<file path="src/rtl/cvt_pkg.sv">
package cvt_pkg;
    localparam int OPW   = 64;
    localparam int RESW  = 32;
    localparam int EXPW  = 11;
    localparam int FRACW = 52;
    localparam int MANTW = FRACW + 1;
    localparam int BIAS  = 1023;
    localparam int UEW   = EXPW + 2;

    typedef enum logic [1:0] {
        RM_NEAR = 2'b00,
        RM_ZERO = 2'b01,
        RM_PINF = 2'b10,
        RM_NINF = 2'b11
    } rmode_e;

    typedef enum logic [2:0] {
        CL_ZERO,
        CL_NORM,
        CL_DENORM,
        CL_INF,
        CL_NAN
    } opclass_e;

    typedef struct packed {
        logic            vld;
        logic [RESW-1:0] res;
        logic            wr;
        logic            grd;
        logic            stk;
        logic            inv;
        logic            inx;
        logic            trap;
    } cvt_out_t;
endpackage

</file>
<file path="src/rtl/cvt_decode.sv">
module cvt_decode (
    input  logic [31:0] instr,
    output logic        hit,
    output logic        trunc
);
    localparam logic [5:0]  PRIMARY = 6'b000100;
    localparam logic [10:0] XO_CUR  = 11'b01011110100;
    localparam logic [10:0] XO_RZ   = 11'b01011111000;

    logic [10:0] xo;
    logic        unused_regs;

    assign xo          = instr[10:0];
    assign unused_regs = ^{instr[25:21], instr[15:11]};

    always_comb begin
        hit   = (instr[31:26] == PRIMARY) && (instr[20:16] == 5'd0) &&
                ((xo == XO_CUR) || (xo == XO_RZ));
        trunc = (xo == XO_RZ);
    end
endmodule

</file>
<file path="src/rtl/cvt_unpack.sv">
module cvt_unpack
    import cvt_pkg::*;
(
    input  logic [OPW-1:0]        operand,
    output logic                  sign,
    output opclass_e              cls,
    output logic signed [UEW-1:0] uexp,
    output logic [MANTW-1:0]      mant
);
    localparam logic signed [UEW-1:0] BIAS_S = UEW'(BIAS);
    localparam logic [EXPW-1:0]       EXP_MAX = '1;

    logic [EXPW-1:0]  ex;
    logic [FRACW-1:0] fr;

    assign sign = operand[OPW-1];
    assign ex   = operand[OPW-2 -: EXPW];
    assign fr   = operand[FRACW-1:0];

    always_comb begin
        uexp = $signed({2'b00, ex}) - BIAS_S;
        mant = {1'b1, fr};
        if (ex == '0)
            cls = (fr == '0) ? CL_ZERO : CL_DENORM;
        else if (ex == EXP_MAX)
            cls = (fr == '0) ? CL_INF : CL_NAN;
        else
            cls = CL_NORM;
    end
endmodule

</file>
<file path="src/rtl/cvt_round.sv">
module cvt_round
    import cvt_pkg::*;
(
    input  logic                  sign,
    input  opclass_e              cls,
    input  logic signed [UEW-1:0] uexp,
    input  logic [MANTW-1:0]      mant,
    input  rmode_e                mode,
    output logic [RESW-1:0]       res_rnd,
    output logic [RESW-1:0]       res_trunc,
    output logic                  grd,
    output logic                  stk,
    output logic                  inv,
    output logic                  inx
);
    localparam int SHW = $clog2(MANTW + 1);
    localparam logic signed [UEW-1:0] RESW_S = UEW'(RESW);
    localparam logic signed [UEW-1:0] NEG1   = '1;
    localparam logic [MANTW-1:0]      ONE    = MANTW'(1);
    localparam logic [RESW-1:0]       SAT_HI = '1;

    logic [SHW-1:0]   sh;
    logic [MANTW-1:0] shifted;
    logic [MANTW-1:0] mask;
    logic [RESW-1:0]  tint;
    logic [RESW:0]    rnd;
    logic             g, s, ovf, inc;

    // Split the magnitude into integer part, guard and sticky.
    always_comb begin
        sh      = '0;
        shifted = '0;
        mask    = '0;
        tint    = '0;
        g       = 1'b0;
        s       = 1'b0;
        ovf     = 1'b0;
        if (uexp >= RESW_S) begin
            ovf = 1'b1;
        end else if (!uexp[UEW-1]) begin
            sh      = SHW'(FRACW) - uexp[SHW-1:0];
            shifted = mant >> sh;
            tint    = shifted[RESW-1:0];
            g       = mant[sh - SHW'(1)];
            mask    = (ONE << (sh - SHW'(1))) - ONE;
            s       = |(mant & mask);
        end else if (uexp == NEG1) begin
            g = 1'b1;
            s = |mant[FRACW-1:0];
        end else begin
            s = 1'b1;
        end
    end

    // Increment decision, saturation and flags.
    always_comb begin
        unique case (mode)
            RM_NEAR: inc = g & (s | tint[0]);
            RM_ZERO: inc = 1'b0;
            RM_PINF: inc = ~sign & (g | s);
            RM_NINF: inc = sign & (g | s);
            default: inc = 1'b0;
        endcase
        rnd       = {1'b0, tint} + {{RESW{1'b0}}, inc};
        res_rnd   = '0;
        res_trunc = sign ? '0 : tint;
        inv       = 1'b0;
        inx       = 1'b0;
        grd       = 1'b0;
        stk       = 1'b0;
        unique case (cls)
            CL_ZERO: res_rnd = '0;
            CL_DENORM, CL_NAN: inv = 1'b1;
            CL_INF: begin
                inv     = 1'b1;
                res_rnd = sign ? '0 : SAT_HI;
            end
            CL_NORM: begin
                if (ovf) begin
                    inv     = 1'b1;
                    res_rnd = sign ? '0 : SAT_HI;
                end else if (sign) begin
                    inv = (rnd != '0);
                end else if (rnd[RESW]) begin
                    inv     = 1'b1;
                    res_rnd = SAT_HI;
                end else begin
                    res_rnd = rnd[RESW-1:0];
                end
                if (!inv) begin
                    grd = g;
                    stk = s;
                    inx = g | s;
                end
            end
            default: inv = 1'b1;
        endcase
    end
endmodule

</file>
<file path="src/rtl/dbl_to_u32_cvt.sv">
module dbl_to_u32_cvt
    import cvt_pkg::*;
(
    input  logic            clk,
    input  logic            rst_n,
    input  logic            in_valid,
    input  logic [31:0]     instr,
    input  logic [OPW-1:0]  operand,
    input  logic [1:0]      rnd_mode,
    input  logic            inv_trap_en,
    input  logic            inx_trap_en,
    output logic            out_valid,
    output logic [RESW-1:0] result,
    output logic            wr_en,
    output logic            guard,
    output logic            sticky,
    output logic            invalid,
    output logic            inexact,
    output logic            trap_req
);
    logic                  hit, trunc, fire;
    logic                  sign;
    opclass_e              cls;
    logic signed [UEW-1:0] uexp;
    logic [MANTW-1:0]      mant;
    rmode_e                mode;
    logic [RESW-1:0]       res_rnd, res_trunc;
    logic                  grd, stk, inv, inx;
    cvt_out_t              out_d, out_q;

    cvt_decode u_dec (
        .instr (instr),
        .hit   (hit),
        .trunc (trunc)
    );

    cvt_unpack u_unp (
        .operand (operand),
        .sign    (sign),
        .cls     (cls),
        .uexp    (uexp),
        .mant    (mant)
    );

    assign fire = in_valid & hit;
    assign mode = trunc ? RM_ZERO : rmode_e'(rnd_mode);

    cvt_round u_rnd (
        .sign      (sign),
        .cls       (cls),
        .uexp      (uexp),
        .mant      (mant),
        .mode      (mode),
        .res_rnd   (res_rnd),
        .res_trunc (res_trunc),
        .grd       (grd),
        .stk       (stk),
        .inv       (inv),
        .inx       (inx)
    );

    always_comb begin
        out_d = '0;
        if (fire) begin
            out_d.vld  = 1'b1;
            out_d.inv  = inv;
            out_d.inx  = inx;
            out_d.grd  = grd;
            out_d.stk  = stk;
            out_d.trap = (inv & inv_trap_en) | (inx & inx_trap_en);
            out_d.wr   = ~(inv & inv_trap_en);
            out_d.res  = (inx & inx_trap_en) ? res_trunc : res_rnd;
        end
    end

    always_ff @(posedge clk) begin
        if (!rst_n) out_q <= '0;
        else        out_q <= out_d;
    end

    assign out_valid = out_q.vld;
    assign result    = out_q.res;
    assign wr_en     = out_q.wr;
    assign guard     = out_q.grd;
    assign sticky    = out_q.stk;
    assign invalid   = out_q.inv;
    assign inexact   = out_q.inx;
    assign trap_req  = out_q.trap;

    // an idle cycle leaves every output quiet
    p_idle_quiet_r1: assert property (@(posedge clk) disable iff (!rst_n)
        !fire |=> !out_valid && !wr_en && !trap_req && !invalid && !inexact);

    // +infinity saturates high
    p_pinf_sat_r4: assert property (@(posedge clk) disable iff (!rst_n)
        fire && cls == CL_INF && !sign |=> result == '1 && invalid);

    // NaN reads as zero
    p_nan_zero_r6: assert property (@(posedge clk) disable iff (!rst_n)
        fire && cls == CL_NAN |=> result == '0 && invalid);

    // inexact never accompanies invalid
    p_inx_excl_r8: assert property (@(posedge clk) disable iff (!rst_n)
        invalid |-> !inexact && !guard && !sticky);

    // an enabled invalid trap blocks the write
    p_inv_trap_r9: assert property (@(posedge clk) disable iff (!rst_n)
        fire && inv_trap_en |=> !(invalid && wr_en));
endmodule

</file>
<file path="config.mk">
export PLATFORM = sky130hd
export DESIGN_NAME = dbl_to_u32_cvt
export DESIGN_NICKNAME = d
export VERILOG_FILES = /design/src/rtl/cvt_pkg.sv /design/src/rtl/cvt_decode.sv /design/src/rtl/cvt_unpack.sv /design/src/rtl/cvt_round.sv /design/src/rtl/dbl_to_u32_cvt.sv
export SDC_FILE = /design/constraint.sdc
export NUM_CORES = 1
export LEC_CHECK = 0
export CORE_MARGIN = 2
export CORE_UTILIZATION = 25
export DETAILED_ROUTE_END_ITERATION = 8
export REMOVE_ABC_BUFFERS = 1
export SLEW_MARGIN = 20
export SYNTH_ARGS = -nofsm -noshare
export SYNTH_HDL_FRONTEND = slang
export SYNTH_HIERARCHICAL = 1
export SYNTH_SLANG_ARGS = --single-unit
</file>
<file path="constraint.sdc">
create_clock -name clk -period 11.5 [get_ports clk]
set_clock_uncertainty 0.2 [all_clocks]
set_input_delay 2.3 -clock clk [delete_from_list [all_inputs] [get_ports clk]]
set_output_delay 2.3 -clock clk [all_outputs]
set_load 0.05 [all_outputs]
</file>
# --- Yosys cells after proc, flatten, opt, wreduce, memory -nomap -nowiden ---
# Cells that the tools add are included.
op_classes:
  n_addsub: 5
  n_lt_le_gt_ge: 2
  eq_ne: 10
  shifts: 2
  n_mux: 36
  bitwise_logic: 15
  n_reduce_logical: 13
ops:
  columns: ["op", "n"]
  rows:
  - ["32-bit two-way mux", 8]
  - ["32-bit one-hot mux with 2 select lines", 1]
  - ["53-bit bitwise AND", 1]
  - ["53-bit OR reduction", 1]
  - ["1-bit by 6-bit << shifter with 53-bit output, first input constant", 1]
  - ["53-bit by 6-bit >> shifter with 32-bit output", 1]
  - ["53-bit by 1-bit subtractor with 53-bit output, second input constant", 1]
  - ["52-bit logical NOT", 1]
  - ["52-bit OR reduction", 1]
  - ["39-bit two-way mux", 1]
  - ["32-bit by 1-bit adder with 33-bit output", 1]
  - ["33-bit nonzero test", 1]
  - ["11-bit by 10-bit equality test with 1-bit output, second input constant", 2]
  - ["1-bit two-way mux", 18]
  - ["12-bit by 1-bit equality test with 1-bit output, second input constant", 1]
  - ["12-bit by 7-bit >= comparator with 1-bit output, second input constant", 1]
  - ["11-bit by 10-bit subtractor with 12-bit output, second input constant", 1]
  - ["11-bit equality test, second input constant", 1]
  - ["11-bit logical NOT", 1]
  - ["3-bit two-way mux", 3]
  - ["6-bit by 7-bit < comparator with 1-bit output, second input constant", 1]
  - ["1-bit bitwise AND", 6]
  - ["1-bit binary-select mux with 6-bit select", 1]
  - ["6-bit by 3-bit equality test with 1-bit output, second input constant", 1]
  - ["other kinds (18)", 27]
totals:
  regBits: 39
  input_bits: 103

# --- Longest topological paths before layout ---
# Gate-level depths: netlist of the first run.
logic_depth:
  depth_word: 22
  mapped_depth: 46

# --- Hierarchy ---
# Netlist of the first run, hierarchy kept.
modules_own_cells:
  columns: ["mod", "n_inst", "cells_each", "area_each_um2", "seq_area_each_um2"]
  rows:
  - ["cvt_round", 1, 1366, 9569.2, 0.0]
  - ["dbl_to_u32_cvt", 1, 163, 1650.3, 780.7]
  - ["cvt_unpack", 1, 108, 773.2, 0.0]
  - ["cvt_decode", 1, 10, 75.1, 0.0]

# --- Worst setup path after synthesis of the first run ---
# No wires, ideal clock.
synth_timing:
  path_kind: "input to register"
  startpoint: "input operand[52]"
  endpoint: "register out_q, in the netlist result[10]"
  arrival_time_ps: 10641
  t_required_ps: 11177
  setup_slack_ps: 537
  path_stages: 45
  n_path_buf: 13
  path_cell_list: "inv_1 buf_6 buf_12 buf_12 buf_12 buf_12 inv_1 clkbuf_1 ha_1 buf_6 buf_4 clkbuf_1 nand4_1 nor2_1 o21a_1 nor2_2 clkbuf_1 nand3_1 (+9 left out) o22ai_1 and3_1 ha_1 ha_1 and4_1 clkbuf_1 nand4b_1 nor3_1 nand3b_1 mux2i_1 o211ai_1 o41ai_2 nand4b_1 a21oi_1 buf_6 buf_6 a21bo_1 a21oi_2"
synth_between:
  elab_chain_len: 21
  word_cells_on_any_way: 48
  cone_classes: "add/sub: 5; order compare: 1; eq/ne: 4; shift: 2; mux: 26; bitwise: 7; reduce/logical: 3"
synth_rtl:
  columns: ["item", "line_no", "rtl"]
  rows:
  - ["from (decl)", "dbl_to_u32_cvt.sv:8", "input logic [OPW-1:0] operand,"]
  - ["11-bit by 10-bit subtractor with 12-bit output", "cvt_unpack.sv:21", "uexp = $signed({2'b00, ex}) - BIAS_S;"]
  - ["6-bit subtractor", "cvt_round.sv:41", "sh = SHW'(FRACW) - uexp[SHW-1:0];"]
  - ["6-bit by 1-bit subtractor with 6-bit output", "cvt_round.sv:44, cvt_round.sv:45", null]
  - ["1-bit by 6-bit << shifter with 53-bit output", "cvt_round.sv:45", "mask = (ONE << (sh - SHW'(1))) - ONE;"]
  - ["53-bit by 1-bit subtractor with 53-bit output", "cvt_round.sv:45", null]
  - ["53-bit bitwise AND", "cvt_round.sv:46", "s = |(mant & mask);"]
  - ["53-bit OR reduction", "cvt_round.sv:46", null]
  - ["1-bit two-way mux", "cvt_round.sv:40", "end else if (!uexp[UEW-1]) begin"]
  - ["(+6 left out)", null, null]
  - ["1-bit two-way mux", "cvt_round.sv:82", "end else if (sign) begin"]
  - ["1-bit two-way mux", "cvt_round.sv:79", "if (ovf) begin"]
  - ["1-bit two-way mux", "cvt_round.sv:71", "unique case (cls)"]
  - ["1-bit two-way mux", "cvt_round.sv:90", "if (!inv) begin"]
  - ["1-bit two-way mux (*)", "cvt_round.sv:71", null]
  - ["via inx", "dbl_to_u32_cvt.sv:28", "logic grd, stk, inv, inx;"]
  - ["1-bit bitwise AND (*)", "dbl_to_u32_cvt.sv:72", "out_d.res = (inx & inx_trap_en) ? res_trunc : res_rnd;"]
  - ["32-bit two-way mux (*)", "dbl_to_u32_cvt.sv:72", null]
  - ["to (signal assigned)", "dbl_to_u32_cvt.sv:78", "else out_q <= out_d;"]
  - ["to (decl)", "dbl_to_u32_cvt.sv:29", "cvt_out_t out_d, out_q;"]
# Mark *: on every way through the listed nets, which the timed path passes. The rest lies on a longest branch. The select of a mux whose other input is x is not followed.
# A chain may end at the register's enable or synchronous reset.

# --- Worst setup path after layout of the first run ---
layout_timing:
  startpoint: "input operand[53]"
  endpoint: "register out_q, in the netlist result[19]"
layout_between:
  elab_chain_len: 21
  word_cells_on_any_way: 48
  cone_classes: "add/sub: 5; order compare: 1; eq/ne: 4; shift: 2; mux: 26; bitwise: 7; reduce/logical: 3"
layout_rtl:
  columns: ["item", "line_no", "rtl"]
  rows:
  - ["11-bit by 10-bit subtractor with 12-bit output (*)", "cvt_unpack.sv:21", null]
  - ["via uexp[5]", "dbl_to_u32_cvt.sv:24", "logic signed [UEW-1:0] uexp;"]
  - ["6-bit subtractor", "cvt_round.sv:41", null]
  - ["6-bit by 1-bit subtractor with 6-bit output", "cvt_round.sv:44, cvt_round.sv:45", null]
  - ["1-bit by 6-bit << shifter with 53-bit output", "cvt_round.sv:45", null]
  - ["53-bit by 1-bit subtractor with 53-bit output", "cvt_round.sv:45", null]
  - ["53-bit bitwise AND", "cvt_round.sv:46", null]
  - ["53-bit OR reduction", "cvt_round.sv:46", null]
  - ["(+7 left out)", null, null]
  - ["1-bit two-way mux", "cvt_round.sv:82", null]
  - ["1-bit two-way mux", "cvt_round.sv:79", null]
  - ["1-bit two-way mux", "cvt_round.sv:71", null]
  - ["1-bit two-way mux (*)", "cvt_round.sv:90", null]
  - ["1-bit two-way mux (*)", "cvt_round.sv:71", null]
  - ["via inx", "dbl_to_u32_cvt.sv:28", null]
  - ["1-bit bitwise AND (*)", "dbl_to_u32_cvt.sv:72", null]
  - ["32-bit two-way mux (*)", "dbl_to_u32_cvt.sv:72", null]
# Marks and branches as above.

==> results of run 1 <==
## sequential cells by signal, indices dropped and copies added (netlist names)
signal	flops
result	32
guard	1
inexact	1
invalid	1
out_valid	1
sticky	1
trap_req	1
wr_en	1
## worst paths after layout
check / end / slack, ns / cells after the start
worst min-delay path: wr_en / 2.43 / 2
worst max-delay path: result[19] / 0.49 / 37
## kinds of logic after synthesis
logic type / after synthesis / synth area share, %
AO/OA/AOI/OAI: 468 / 26.68
AND/OR/NAND/NOR: 657 / 28.68
XOR/XNOR: 77 / 5.868
other: 1 / 0.03107
flip-flops: 39 / 6.470
buffers and inverters: 212 / 11.00
multiplexers: 182 / 20.13
adder cells (fa/ha/maj): 11 / 1.140
## what timing repair did
item / in CTS / in global routing
setup buffers: 0 / 5
resized for setup: 0 / 15
endpoints found under the setup margin: 0 / 33
## worst max-delay path, delay by kind of cell
kind | cells | cell delay [ns]
adders and majority gates | 2 | 0.41
AOI/OAI and AO/OA | 9 | 2.03
and+or+nand+nor | 15 | 3.40
buffers and inverters | 6 | 1.40
muxes | 3 | 0.66
xor gates and xnor gates | 2 | 0.77
## synthesized netlist by cell type, drive strengths merged, types with 18 or more instances
| cell type | n |
|---|---|
| xnor2 | 51 |
| o22ai | 19 |
| nor2 | 146 |
| and3 | 32 |
| mux2 | 53 |
| o21ai | 86 |
| mux4 | 43 |
| nor4 | 41 |
| or2 | 19 |
| inv | 21 |
| clkbuf | 60 |
| nand3 | 91 |
| a21bo | 33 |
| mux2i | 86 |
| dfxtp | 39 |
| nor2b | 22 |
| nand2 | 119 |
| nor3 | 50 |
| nand4 | 41 |
| and2 | 18 |
| xor2 | 26 |
| a21oi | 147 |
| o211ai | 18 |
| buf | 130 |
## cell usage in the layout, fill, tap and decap left out, drive strengths merged, types with 9 or more instances in the layout
cell type and instances:
xnor2 51, and2 18, nand2b 13, xor2 26
a211oi 16, ha 11, nand3 91, nand4 41
o21ai 86, buf 118, mux2 53, and3 32
dfxtp 39, clkdlybuf4s50 129, a221oi 9, o21a 10
a31oi 15, o211ai 18, a21oi 147, nor3 50
nor2 146, a21bo 33, or4 13, mux2i 86
o311ai 9, nand2 119, or2 19, o22ai 19
a311oi 9, inv 21, o2111ai 12, nor2b 22
mux4 43, or3 17, nor4 41
## per-layer routing
layer / share of wire (%) / vias to the layer above
li1: - / 6357
met1: 43 / 6793
met2: 44 / 822
met3: 7.6 / 150
met4: 5.5 / 0
met5: 0 / -
## power by group through the flow
stage | Clock (mW) | Combinational (mW) | Sequential, mW
final | 0.159 | 0.949 | 0.135
after floorplan | 0 | 0.546 | 0.138
after global placement | 0 | 0.903 | 0.138
after global routing | 0.167 | 0.994 | 0.135
after detailed placement | 0 | 0.905 | 0.138
after CTS | 0.162 | 0.909 | 0.135
## area by class of cell
class                           instances  area (sq um)  share of cell area, %
Clock buffer                            6         138.9                 0.9808
Clock inverter                          2         35.03                 0.2474
Inverter                               22         85.08                 0.6009
Multi-Input combinational cell       1396         10100                  71.34
Sequential cell                        39         780.7                  5.514
Tap cell                              615         769.5                  5.434
Timing Repair Buffer                  249          2248                  15.88
==> run_results.csv, run 1 <==
group,metric,value,unit
run_status,status,"finished clean",
timing,fmax,90.87,MHz
worst_setup_path,slowest_stage,"or4b_1",
global_route,met1_usage,29.79,%
floorplanning,start_util,25.33,%
yosys,synth_flop_cell,"dfxtp_1",
yosys,yosysTopAreaCell,"mux4_2",
timing,tightest_slew,1.313,ns
pwr,p_int,0.5942,mW
worst_setup_path,crit_required,11.49,ns
yosys,syn_area_per_cell,7.327,sq um
timing,whs,2.433,ns
pwr,vdd_ir_drop_max,0.05840,mV
final_layout,antenna_cells,0,
yosys,ys_types,108,
pwr,p_clk_share,12.8,%
placement,dp_hpwl,44810,um
routing,final_antenna_net_count,0,
worst_setup_path,cp-startpoint,"operand[53]",
yosys,synth_cells,1647,
worst_setup_path,end_kind,"flip-flop",
placement,place_congestion,1.041,
yosys,synth_edf_count,0,
floorplanning,die_area,50040,sq um
pwr,pwr-share-seq,10.9,%
yosys,synth_top_area_share,8.025,%
global_route,grt_overflow,0,
final_layout,area_growth,17.34,%
timing,setup_tns,0,ns
floorplanning,boundaryPins,142,
routing,wl_per_cell,24.70,um
placement,port_buffers,131,
timing,rsz0062_at_grt,"false",
final_layout,fin_util,29.72,%
yosys,yosys_register_bits,39,
cts,numCtsBuffers,5,
timing,fin_ws,0.4949,ns
yosys,ys_seq_area_share,6.470,%
cts,clkSinkCount,39,
global_route,antenna_found_initial,0,
floorplanning,core_area,47650,sq um
routing,viasPerCell,6.064,
routing,drtPass1Iterations,6,
cts,htree_levels,2,
placement,place_inst,2314,
placement,dpl_cell_area,13840,sq um
floorplanning,die_h,223.7,um
routing,first_iter_violations,1660,
timing,period_minus_slack,11.01,ns
routing,post-route-drc-count,0,
min_path,min_path_type,"input pin to flip-flop",
timing,slew_headroom,11.67,%
cts,holdBufCountCts,0,
yosys,netlist_area,12070,sq um
global_route,grt.met2_usage,34.82,%
worst_setup_path,path_common_cell,"buf_4",
routing,wl,57540,um
final_layout,postLayoutCellArea,14160,sq um
global_route,grt_pass1_vias,13130,
global_route,grt_pass1_wl,84750,um
placement,pre_cts_ws,0.03782,ns
final_layout,nets,1827,
flow_run,max-cap-violations,0,
cts,cts_tree,"built",
worst_setup_path,cp_max_fo,29,
pwr,power.switching,0.6493,mW
pwr,finalPower,1.244,mW
worst_setup_path,arrival,11.00,ns
global_route,grt_max_degree,66,
pwr,combPwrFrac,76.4,%
yosys,yosys_warnings,6,
global_route,track_usage,21.98,%
pwr,switching_share,52.22,%
worst_setup_path,crit_path_start_kind,"input pin",
timing,setup_violations,0,
timing,drv_slew,0,
timing,period_share,95.70,%
timing,hold_viol,0,
cts,cts_max_path_buffers,2,
final_layout,drive_gt1_share,18.67,%
worst_setup_path,critPathKind,"input pin to flip-flop",
min_path,hold_start,"inv_trap_en",
floorplanning,rows,80,
routing,vias,14120,
cts,cts_root_buffer,"clkbuf_16",
yosys,synth-async-reset-ratio,0,%
pwr,leakagePower,4.856,nW
cts,clk_pin_slew,0.05,ns
pwr,p_per_area,87.82,nW/um^2
global_route,grt_busiest_layer,"met2",
worst_setup_path,max_stage_delay,0.53,ns
yosys,synth_area_leaders,"mux4_2, mux2i_1, dfxtp_1",
global_route,grt_use_met3,2.466,%
floorplanning,die_x,223.7,um
final_layout,stdcell_count,2329,
final_layout,fill_cells,5230,
(Power assumes the default switching activity.)
==> run 2: changes to the inputs <==
--- a/config.mk
+++ b/config.mk
@@ -8,7 +8,6 @@
 export CORE_MARGIN = 2
 export CORE_UTILIZATION = 25
 export DETAILED_ROUTE_END_ITERATION = 8
-export REMOVE_ABC_BUFFERS = 1
 export SLEW_MARGIN = 20
 export SYNTH_ARGS = -nofsm -noshare
 export SYNTH_HDL_FRONTEND = slang
==> run 2 against run 1 <==
  * Setup slack worse by 0.071 ns
  * Die area stayed put
  * Sequential share of layout area is 0.085 points lower
  * Global-route usage is 0.72 points higher
  * Total power is 0.22% lower
  * Clock power is 13% lower
  * Combinational power is 2% higher
  * Cell count is 1.2% higher
  * Via count is 0.69% higher
  * Fmax is 0.64% lower
  * Sequential power hardly changed
  * Critical path type unchanged
  * Highest routed layer is now met5
==> run_results.csv, run 2 (synthesized netlist as in run 1, its figures left out) <==
group,metric,value,unit
global_route,grt_pass1_wl,87150,um
routing,post-route-drc-count,0,
worst_setup_path,path_common_cell,"ha_1",
final_layout,antenna_cells,0,
floorplanning,rows,80,
floorplanning,die_h,223.7,um
min_path,min_path_type,"input pin to flip-flop",
cts,numCtsBuffers,5,
floorplanning,core_area,47650,sq um
pwr,leakagePower,4.993,nW
global_route,track_usage,22.70,%
cts,holdBufCountCts,0,
routing,final_antenna_net_count,0,
final_layout,fill_cells,5202,
final_layout,nets,1856,
final_layout,largest_register_ffs,32,
routing,viasPerCell,6.031,
final_layout,mostFrequentLayoutCells,"nor2_1, buf_4, a21oi_1, clkdlybuf4s50_1, nand2_1",
timing,setup_violations,0,
final_layout,layout_commonest_cell,"nor2_1",
timing,period_share,96.31,%
worst_setup_path,crit_required,11.43,ns
flow_run,max-cap-violations,0,
timing,period_minus_slack,11.08,ns
global_route,grt_max_degree,73,
worst_setup_path,max_stage_delay,0.56,ns
global_route,antenna_found_initial,1,
timing,fmax,90.29,MHz
timing,slew_headroom,32.34,%
cts,cts_tree,"built",
worst_setup_path,arrival,11.01,ns
cts,clk_pin_slew,0.06,ns
timing,whs,2.351,ns
floorplanning,start_util,25.33,%
worst_setup_path,cp_max_fo,16,
worst_setup_path,slowest_stage,"or4b_1",
worst_setup_path,endpoint,"result[28]",
floorplanning,boundaryPins,142,
routing,drtPass1Iterations,7,
routing,wl,59860,um
global_route,grt_pass1_vias,13450,
yosys,syn-num-nets,1761,
min_path,hold_start,"inx_trap_en",
placement,port_buffers,131,
final_layout,drive_gt1_share,19.79,%
floorplanning,die_x,223.7,um
cts,cts_root_buffer,"clkbuf_16",
pwr,p_per_area,86.27,nW/um^2
cts,cts_max_path_buffers,2,
global_route,grt_overflow,0,
placement,dp_hpwl,47040,um
cts,clkSinkCount,39,
final_layout,area_growth,19.18,%
worst_setup_path,crit_path_start_kind,"input pin",
placement,place_congestion,0.9998,
routing,vias,14220,
routing,first_iter_violations,1574,
timing,drv_slew,0,
worst_setup_path,end_kind,"flip-flop",
floorplanning,die_area,50040,sq um
timing,tightest_slew,1.004,ns
worst_setup_path,cp-startpoint,"operand[53]",
pwr,finalPower,1.241,mW
cts,htree_levels,2,
pwr,vdd_ir_drop_max,0.04646,mV
worst_setup_path,critPathKind,"input pin to flip-flop",
routing,wl_per_cell,25.39,um
timing,setup_tns,0,ns
timing,hold_viol,0,
run_status,status,"finished clean",
[run 2: stage by stage]
stage | area, sq um | setup WS [ns] | cells | util, %
detailed placement | 14050 | -0.1696 | 2342 | 29.49
global placement | 14050 | -0.1146 | 2342 | 29.49
floorplan | 12070 | 0.5368 | 1647 | -
finish | 14380 | 0.4243 | 2358 | 30.19
CTS | 14200 | 0.1037 | 2350 | 29.80
global route | 14380 | -0.01034 | 2358 | 30.19
[run 2: what timing repair did]
item,4_1_cts,5_1_grt
buffers inserted,0,4
setup endpoints to repair,0,36
gates resized for setup,0,11
[run 2: critical path, delay by kind of cell]
family | cells | cell delay, ns
AOI/OAI and AO/OA | 13 | 2.35
and+or+nand+nor | 12 | 3.47
muxes | 1 | 0.15
buffers and inverters | 8 | 1.55
adders and majority gates | 5 | 1.17
[run 2: worst min path at each step]
stage / end / slack, ns / cells after the start
2_1_floorplan: wr_en / 2.19 / 1
3_5_place_dp: wr_en / 2.69 / 2
5_1_grt: result[18] / 2.39 / 3
6_report: result[16] / 2.35 / 3
4_1_cts: wr_en / 2.40 / 2
3_3_place_gp: wr_en / 2.68 / 2
[run 2: area by class of cell]
class / instances / area, sq um / share of cell area (%)
Timing Repair Buffer: 278 / 2487 / 17.29
Sequential cell: 39 / 780.7 / 5.428
Inverter: 22 / 85.08 / 0.5916
Tap cell: 615 / 769.5 / 5.350
Multi-Input combinational cell: 1396 / 10110 / 70.30
Clock inverter: 3 / 23.77 / 0.1653
Clock buffer: 5 / 125.1 / 0.8699
[run 2: report_power, final]
part           switching [mW]  internal [mW]  total, mW  leakage, nW
Combinational           0.602          0.366      0.968         4.61
Clock                  0.0572         0.0810      0.138       0.0664
Sequential      0.00000000291          0.135      0.135        0.314
[run 2: layer usage]
| metal | global-route usage (%) | vias up | wire length [um] | part of all wire [%] |
|---|---|---|---|---|
| li1 | - | 6409 | - | - |
| met1 | 28.09 | 6918 | 24210 | 40 |
| met2 | 38.56 | 720 | 28060 | 47 |
| met3 | 2.190 | 171 | 3724 | 6.2 |
| met4 | 12.95 | 2 | 3851 | 6.4 |
| met5 | 0 | - | 13 | 0.022 |
